[config.mk]
export PLATFORM = sky130hd
export DESIGN_NAME = pmem_overlay_ctrl
export DESIGN_NICKNAME = d
export VERILOG_FILES = /design/src/rtl/pmo_pkg.sv /design/src/rtl/pmo_decode.sv /design/src/rtl/pmo_cfg_regs.sv /design/src/rtl/pmo_wait_fsm.sv /design/src/rtl/pmem_overlay_ctrl.sv
export SDC_FILE = /design/constraint.sdc
export NUM_CORES = 1
export LEC_CHECK = 0
export BUFFER_PORTS_ARGS = -buffer_cell sky130_fd_sc_hd__buf_2
export CAP_MARGIN = 10
export CORE_UTILIZATION = 50
export CTS_CLUSTER_DIAMETER = 120
export DETAILED_ROUTE_END_ITERATION = 8
export MAX_ROUTING_LAYER = met4
export PLACE_DENSITY = 0.92
export SYNTH_ARGS = -nofsm -noshare
export SYNTH_HDL_FRONTEND = slang
export SYNTH_SLANG_ARGS = --single-unit
[constraint.sdc]
create_clock -name clk -period 4.3 [get_ports clk]
set_input_delay 0.645 -clock clk [delete_from_list [all_inputs] [get_ports clk]]
set_output_delay 0.645 -clock clk [all_outputs]
set_load 0.1 [all_outputs]
[src/rtl/pmo_pkg.sv]
package pmo_pkg;
    typedef enum logic [1:0] {
        ST_IDLE  = 2'd0,
        ST_XWAIT = 2'd1,
        ST_XDONE = 2'd2
    } pmo_state_e;

    localparam logic [1:0] OVL_ONCHIP = 2'd0;
    localparam logic [1:0] OVL_SEG_A  = 2'd1;
    localparam logic [1:0] OVL_SEG_B  = 2'd2;
    localparam logic [1:0] OVL_UNUSED = 2'd3;
endpackage

[src/rtl/pmo_decode.sv]
module pmo_decode
    import pmo_pkg::*;
#(
    parameter int ADDR_W = 14
) (
    input  logic [ADDR_W-1:0] addr,
    input  logic [1:0]        ovl,
    output logic              is_ext,
    output logic              seg,
    output logic [ADDR_W-2:0] offset
);
    logic upper;

    always_comb begin
        upper  = addr[ADDR_W-1];
        offset = addr[ADDR_W-2:0];
        is_ext = upper && ((ovl == OVL_SEG_A) || (ovl == OVL_SEG_B));
        seg    = (ovl == OVL_SEG_B);
    end
endmodule

[src/rtl/pmo_cfg_regs.sv]
module pmo_cfg_regs
    import pmo_pkg::*;
#(
    parameter int              WS_W     = 3,
    parameter logic [WS_W-1:0] WS_RESET = 3'd7
) (
    input  logic            clk,
    input  logic            rst_n,
    input  logic            hold,
    input  logic            ovl_wr,
    input  logic [1:0]      ovl_wdata,
    input  logic            ws_wr,
    input  logic [WS_W-1:0] ws_wdata,
    output logic [1:0]      ovl_q,
    output logic [WS_W-1:0] ws_q
);
    logic [1:0] pend_q;
    logic       pend_v_q;
    logic       ovl_ok;

    assign ovl_ok = ovl_wr && (ovl_wdata != OVL_UNUSED);

    always_ff @(posedge clk) begin
        if (!rst_n) begin
            ovl_q    <= OVL_ONCHIP;
            pend_q   <= OVL_ONCHIP;
            pend_v_q <= 1'b0;
        end else if (!hold) begin
            if (ovl_ok) begin
                ovl_q <= ovl_wdata;
            end else if (pend_v_q) begin
                ovl_q <= pend_q;
            end
            pend_v_q <= 1'b0;
        end else if (ovl_ok) begin
            pend_q   <= ovl_wdata;
            pend_v_q <= 1'b1;
        end
    end

    always_ff @(posedge clk) begin
        if (!rst_n) begin
            ws_q <= WS_RESET;
        end else if (ws_wr) begin
            ws_q <= ws_wdata;
        end
    end

    a_r9_no_unused_code: assert property (@(posedge clk) disable iff (!rst_n)
        ovl_q != OVL_UNUSED);

    a_r10_no_change_in_stall: assert property (@(posedge clk) disable iff (!rst_n)
        !$stable(ovl_q) |-> !$past(hold));
endmodule

[src/rtl/pmo_wait_fsm.sv]
module pmo_wait_fsm
    import pmo_pkg::*;
#(
    parameter int WS_W = 3
) (
    input  logic            clk,
    input  logic            rst_n,
    input  logic            start,
    input  logic [WS_W-1:0] ws,
    output logic            stall,
    output logic            strobe_on,
    output logic            busy,
    output logic            done
);
    localparam logic [WS_W-1:0] WS_ONE = WS_W'(1);
    localparam logic [WS_W-1:0] WS_TWO = WS_W'(2);

    pmo_state_e      state_q, state_d;
    logic [WS_W-1:0] cnt_q, cnt_d;

    always_comb begin
        state_d = state_q;
        cnt_d   = cnt_q;
        unique case (state_q)
            ST_IDLE: begin
                if (start && (ws == WS_ONE)) begin
                    state_d = ST_XDONE;
                end else if (start && (ws > WS_ONE)) begin
                    state_d = ST_XWAIT;
                    cnt_d   = ws - WS_TWO;
                end
            end
            ST_XWAIT: begin
                if (cnt_q == '0) begin
                    state_d = ST_XDONE;
                end else begin
                    cnt_d = cnt_q - WS_ONE;
                end
            end
            ST_XDONE: state_d = ST_IDLE;
            default:  state_d = ST_IDLE;
        endcase
    end

    always_ff @(posedge clk) begin
        if (!rst_n) begin
            state_q <= ST_IDLE;
            cnt_q   <= '0;
        end else begin
            state_q <= state_d;
            cnt_q   <= cnt_d;
        end
    end

    always_comb begin
        stall     = 1'b0;
        strobe_on = 1'b0;
        busy      = 1'b0;
        done      = 1'b0;
        unique case (state_q)
            ST_IDLE: begin
                strobe_on = start;
                stall     = start && (ws != '0);
                done      = start && (ws == '0);
            end
            ST_XWAIT: begin
                strobe_on = 1'b1;
                stall     = 1'b1;
                busy      = 1'b1;
            end
            ST_XDONE: begin
                strobe_on = 1'b1;
                busy      = 1'b1;
                done      = 1'b1;
            end
            default: begin
                stall = 1'b0;
            end
        endcase
    end

    a_r5_wait_ends_in_done: assert property (@(posedge clk) disable iff (!rst_n)
        (state_q == ST_XWAIT && cnt_q == '0) |=> (state_q == ST_XDONE));

    a_r5_done_releases: assert property (@(posedge clk) disable iff (!rst_n)
        (state_q == ST_XDONE) |=> (state_q == ST_IDLE));
endmodule

[src/rtl/pmem_overlay_ctrl.sv]
module pmem_overlay_ctrl
    import pmo_pkg::*;
#(
    parameter int              ADDR_W   = 14,
    parameter int              DATA_W   = 24,
    parameter int              WS_W     = 3,
    parameter logic [WS_W-1:0] WS_RESET = 3'd7
) (
    input  logic              clk,
    input  logic              rst_n,
    input  logic              pm_req,
    input  logic              pm_we,
    input  logic [ADDR_W-1:0] pm_addr,
    input  logic [DATA_W-1:0] pm_wdata,
    output logic [DATA_W-1:0] pm_rdata,
    output logic              pm_rvalid,
    output logic              pm_stall,
    input  logic              ovl_wr,
    input  logic [1:0]        ovl_wdata,
    input  logic              ws_wr,
    input  logic [WS_W-1:0]   ws_wdata,
    output logic              iram_en,
    output logic              iram_we,
    output logic [ADDR_W-1:0] iram_addr,
    output logic [DATA_W-1:0] iram_wdata,
    input  logic [DATA_W-1:0] iram_rdata,
    output logic [ADDR_W-2:0] ext_addr,
    output logic              ext_seg,
    output logic              ext_rd,
    output logic              ext_wr,
    output logic [DATA_W-1:0] ext_wdata,
    input  logic [DATA_W-1:0] ext_rdata
);
    localparam int OFF_W = ADDR_W - 1;

    logic [1:0]        ovl_q;
    logic [WS_W-1:0]   ws_q;
    logic              dec_ext, dec_seg;
    logic [OFF_W-1:0]  dec_off;
    logic              start, stall, strobe_on, busy, done;
    logic [OFF_W-1:0]  x_off_q;
    logic              x_seg_q, x_we_q;
    logic [DATA_W-1:0] x_wdata_q, xcap_q;
    logic              rsrc_ext_q, rvalid_q;
    logic              cur_we;

    pmo_cfg_regs #(.WS_W(WS_W), .WS_RESET(WS_RESET)) u_cfg (
        .clk(clk), .rst_n(rst_n), .hold(stall),
        .ovl_wr(ovl_wr), .ovl_wdata(ovl_wdata),
        .ws_wr(ws_wr), .ws_wdata(ws_wdata),
        .ovl_q(ovl_q), .ws_q(ws_q)
    );

    pmo_decode #(.ADDR_W(ADDR_W)) u_dec (
        .addr(pm_addr), .ovl(ovl_q),
        .is_ext(dec_ext), .seg(dec_seg), .offset(dec_off)
    );

    assign start = pm_req && dec_ext && !busy;

    pmo_wait_fsm #(.WS_W(WS_W)) u_fsm (
        .clk(clk), .rst_n(rst_n), .start(start), .ws(ws_q),
        .stall(stall), .strobe_on(strobe_on), .busy(busy), .done(done)
    );

    always_ff @(posedge clk) begin
        if (!rst_n) begin
            x_off_q   <= '0;
            x_seg_q   <= 1'b0;
            x_we_q    <= 1'b0;
            x_wdata_q <= '0;
        end else if (start) begin
            x_off_q   <= dec_off;
            x_seg_q   <= dec_seg;
            x_we_q    <= pm_we;
            x_wdata_q <= pm_wdata;
        end
    end

    always_comb begin
        cur_we    = busy ? x_we_q : pm_we;
        ext_addr  = busy ? x_off_q : dec_off;
        ext_seg   = busy ? x_seg_q : dec_seg;
        ext_wdata = busy ? x_wdata_q : pm_wdata;
        ext_rd    = strobe_on && !cur_we;
        ext_wr    = strobe_on && cur_we;
        pm_stall  = stall;
    end

    always_comb begin
        iram_en    = pm_req && !dec_ext && !busy;
        iram_we    = iram_en && pm_we;
        iram_addr  = pm_addr;
        iram_wdata = pm_wdata;
    end

    always_ff @(posedge clk) begin
        if (!rst_n) begin
            xcap_q     <= '0;
            rsrc_ext_q <= 1'b0;
            rvalid_q   <= 1'b0;
        end else begin
            if (done && !cur_we) begin
                xcap_q <= ext_rdata;
            end
            rsrc_ext_q <= done;
            rvalid_q   <= (iram_en && !pm_we) || (done && !cur_we);
        end
    end

    assign pm_rvalid = rvalid_q;
    assign pm_rdata  = rsrc_ext_q ? xcap_q : iram_rdata;

    a_r8_strobe_excl: assert property (@(posedge clk) disable iff (!rst_n)
        !(ext_rd && ext_wr));

    a_r1_onchip_no_stall: assert property (@(posedge clk) disable iff (!rst_n)
        iram_en |-> !pm_stall);

    a_r5_stall_with_strobe: assert property (@(posedge clk) disable iff (!rst_n)
        pm_stall |-> (ext_rd || ext_wr));

    a_r11_hold_bus: assert property (@(posedge clk) disable iff (!rst_n)
        pm_stall |=> ($stable(ext_addr) && $stable(ext_seg) && $stable(ext_rd) && $stable(ext_wr)));

    a_r7_write_no_rvalid: assert property (@(posedge clk) disable iff (!rst_n)
        (ext_wr && !pm_stall) |=> !pm_rvalid);

    a_r3_ext_not_onchip: assert property (@(posedge clk) disable iff (!rst_n)
        (ext_rd || ext_wr) |-> !iram_en);
endmodule

==> out/qor.yml <==
detailed_routing:
  routed_wl_mm: 10.9
  drt_iter0_drc: 180
  drt_first_pass_iters: 4
  vias: 4006
  drt-wirelength-per-cell_um: 14.7
  drc: 0
  ant_nets: 0
  via_per_inst: 5.38
clock_tree:
  cts_tree: "yes"
  post-cts-setup-buffers: 0
  clock_latency_ps: 350
  cts-resized-gates: 0
  ctsHoldBuffers: 0
  clockRootBuffer: "clkbuf_8"
  clkSinkCount: 78
  htreeDepth: 3
  cts_made_buffers: 9
  cts_buffer_depth: 2
  clk_pin_slew_worst_paths_ps: 80
setup_path:
  timing.rr.end: "xcap_q[17]$_SDFFE_PN0P_"
  r2r_slack_ps: 890
  critPathRequiredTime_ps: 3650
  timing.critical_path.mode_cell: "inv_1"
  slowest_stage: "nor4bb_4"
  critPathTopFamily: "simple AND/OR/NAND/NOR gates"
  max_stage_delay_ps: 760
  crit_buf_inv: 3
  r2r-start: "u_fsm.state_q[1]$_SDFFE_PN0P_"
  path_cells: "inv_1, ha_2, nor4bb_4, a31oi_1, inv_1, buf_2"
  startpoint_type: "flip-flop"
  cp_max_fo: 46
  criticalPathCategory: "reg -> out"
  worst-r2r-cell-count: 7
  cp-end-kind: "output port"
  cp.arrival_ps: 3110
die:
  die_area_um2: 8720
  die_w_um: 93.4
  fp.dieH_um: 93.4
  fp.coreArea_um2: 7890
  initial_utilization_pct: 52.9
  io_pins: 203
  fp-row-count: 32
layout:
  antennaDiodeCount: 0
  drive_gt1_share_pct: 45.2
  syn_to_final_growth_pct: 22.3
  nets: 745
  fill_cells: 653
timing:
  fin_tns_setup_ps: 0
  clock-skew-final_ps: 5.68
  worst_pin_slew_ps: 1140
  hold_viol_final: 0
  drv_slew: 0
  rsz0062_at_grt: "false"
  fin_crit_ps: 3760
  setup_viol: 0
  holdWs_ps: 456
  fmax_ghz: 0.266
  max-slew-margin-rel_pct: 23.8
  min_period_over_period_pct: 87.4
min_path:
  hold_class: "reg -> reg"
  holdPathStages: 2
  whs_endpoint: "x_wdata_q[22]$_SDFFE_PN0P_"
  hold_start: "x_wdata_q[22]$_SDFFE_PN0P_"
synthesis:
  ys_ff_latch: 78
  syn_nets: 604
  synth_cell_type_count: 37
  syn_inst: 498
  yosysSeqAreaShare_pct: 37.4
  yosys_warnings: 0
  synth_area_um2: 4170
  syn_area_per_cell_um2: 8.38
placement:
  port_buffers: 202
  place.gp.congestion: 0.789
  hpwl_mm: 8.00
power_and_ir_drop:
  cellPowerDensity_nw_per_um2: 694
  peakVddDrop_v: 0.000351
  p_leak_nw: 2.22
grt:
  antenna_found_initial: 0
  grt.overflow.total: 0
  grt_pass1_vias: 3692
  grt_pass1_wl_mm: 16.8
  grt_max_degree: 69
  track_usage_pct: 25.2
run_status:
  outcome: "complete, no violations"
run:
  cap_violations: 0
-- registers in the layout (all words and copies together) (netlist names), 2 cells and up --
signal         flops
u_cfg.ovl_q        2
u_cfg.pend_q       2
u_cfg.ws_q         3
u_fsm.cnt_q        3
u_fsm.state_q      2
x_off_q           13
x_wdata_q         24
xcap_q            24
-- worst min-delay path, stage by stage (launching register included) --
cell     delay, ps
dfxtp_1        310
nand2_1         50
a21oi_1         50
-- layout make-up --
type,instances,area (um^2),area share (%)
multi-input cells,332,2160,42.3
flip-flops and latches,78,1560,30.6
repair buffers,204,1030,20.1
well taps,102,128,2.50
clock buffers,9,124,2.43
clock inverters,5,52.6,1.03
inverters,14,52.6,1.03
-- routing by layer --
| metal | share of wire [%] | GRT usage [%] |
|---|---|---|
| met5 | 0 | - |
| met4 | 2.7 | 11.3 |
| met3 | 4.9 | 4.31 |
| met2 | 53 | 43.6 |
| met1 | 39 | 28.4 |
-- synthesized netlist by cell type, drive strengths merged --
cell type   n  area (um^2)
ha          9          113
o31a        2         17.5
a32oi       1         8.76
o21ba       1         10.0
o211ai      4         30.0
a22oi       1         7.51
o31ai       1         21.3
and2        1         6.26
a211o       2         17.5
nand3      26          130
nor3b       2         15.0
nor3        2         10.0
or3         1         6.26
a21oi      69          345
clkbuf     32          120
a31oi       1         6.26
a21boi      1         7.51
mux2i       6         60.1
o21ai      28          140
nor4bb      1         10.0
buf        42          312
nand2b      4         25.0
mux2       62          698
inv        14         52.6
nand4bb     1         11.3
nor2b       2         12.5
o221a       1         11.3
nor2       11         41.3
o41ai       1         16.3
or4         1         7.51
o21a        1         7.51
dfxtp      78         1560
nand2      89          334
-- metrics by stage --
| stage | util, % | total power, W | cells | worst slack (ps) | cell area (um^2) |
|---|---|---|---|---|---|
| floorplan | - | 0.00275 | 498 | 367 | 4180 |
| global placement | 62.4 | 0.00299 | 730 | 1030 | 4920 |
| detailed placement | 62.4 | 0.00303 | 730 | 899 | 4920 |
| CTS | 64.6 | 0.00355 | 744 | 516 | 5100 |
| global route | 64.7 | 0.00366 | 744 | 372 | 5100 |
| finish | 64.7 | 0.00354 | 744 | 541 | 5100 |
-- cell usage in the layout (no fill, tap or decap), types with 6 or more instances in the layout --
master | Yosys | layout
nand3_1 | 26 | 26
buf_2 | 3 | 202
nand2_1 | 89 | 89
ha_1 | 9 | 8
inv_1 | 13 | 13
mux2i_1 | 6 | 6
dfxtp_1 | 78 | 78
clkbuf_8 | 0 | 9
mux2_2 | 62 | 62
a21oi_1 | 69 | 69
nor2_1 | 11 | 11
o21ai_0 | 24 | 24
-- report_power, final --
part	internal (W)	switching, W	total [W]	leakage, nW
logic	0.000437	0.00173	0.00217	1.50
clock network	0.000259	0.000262	0.000521	0.0907
registers	0.000793	0.0000589	0.000852	0.632
-- cell families (layout without fill, tap and decap cells) --
logic type / Yosys count / in the layout / share of synthesized area [%]
compound gates: 114 / 114 / 15.5
fa+ha+maj: 9 / 9 / 2.70
buf+inv: 88 / 232 / 11.6
flops: 78 / 78 / 37.4
mux: 68 / 68 / 18.2
simple gates: 141 / 141 / 14.6
-- worst max-delay path by stage --
stage	startpoint	endpoint	slack [ps]	depth (start not counted)
floorplan	u_fsm.state_q[0]$_SDFFE_PN0P_	iram_we	370	6
global placement	u_fsm.state_q[0]$_SDFFE_PN0P_	ext_rd	1030	6
detailed placement	u_fsm.state_q[1]$_SDFFE_PN0P_	xcap_q[19]$_SDFFE_PN0P_	900	7
CTS	u_fsm.state_q[0]$_SDFFE_PN0P_	pm_stall	520	6
global route	u_fsm.state_q[0]$_SDFFE_PN0P_	pm_stall	370	6
finish	u_fsm.state_q[0]$_SDFFE_PN0P_	pm_stall	540	6
Power figures use the tool's default switching activity.
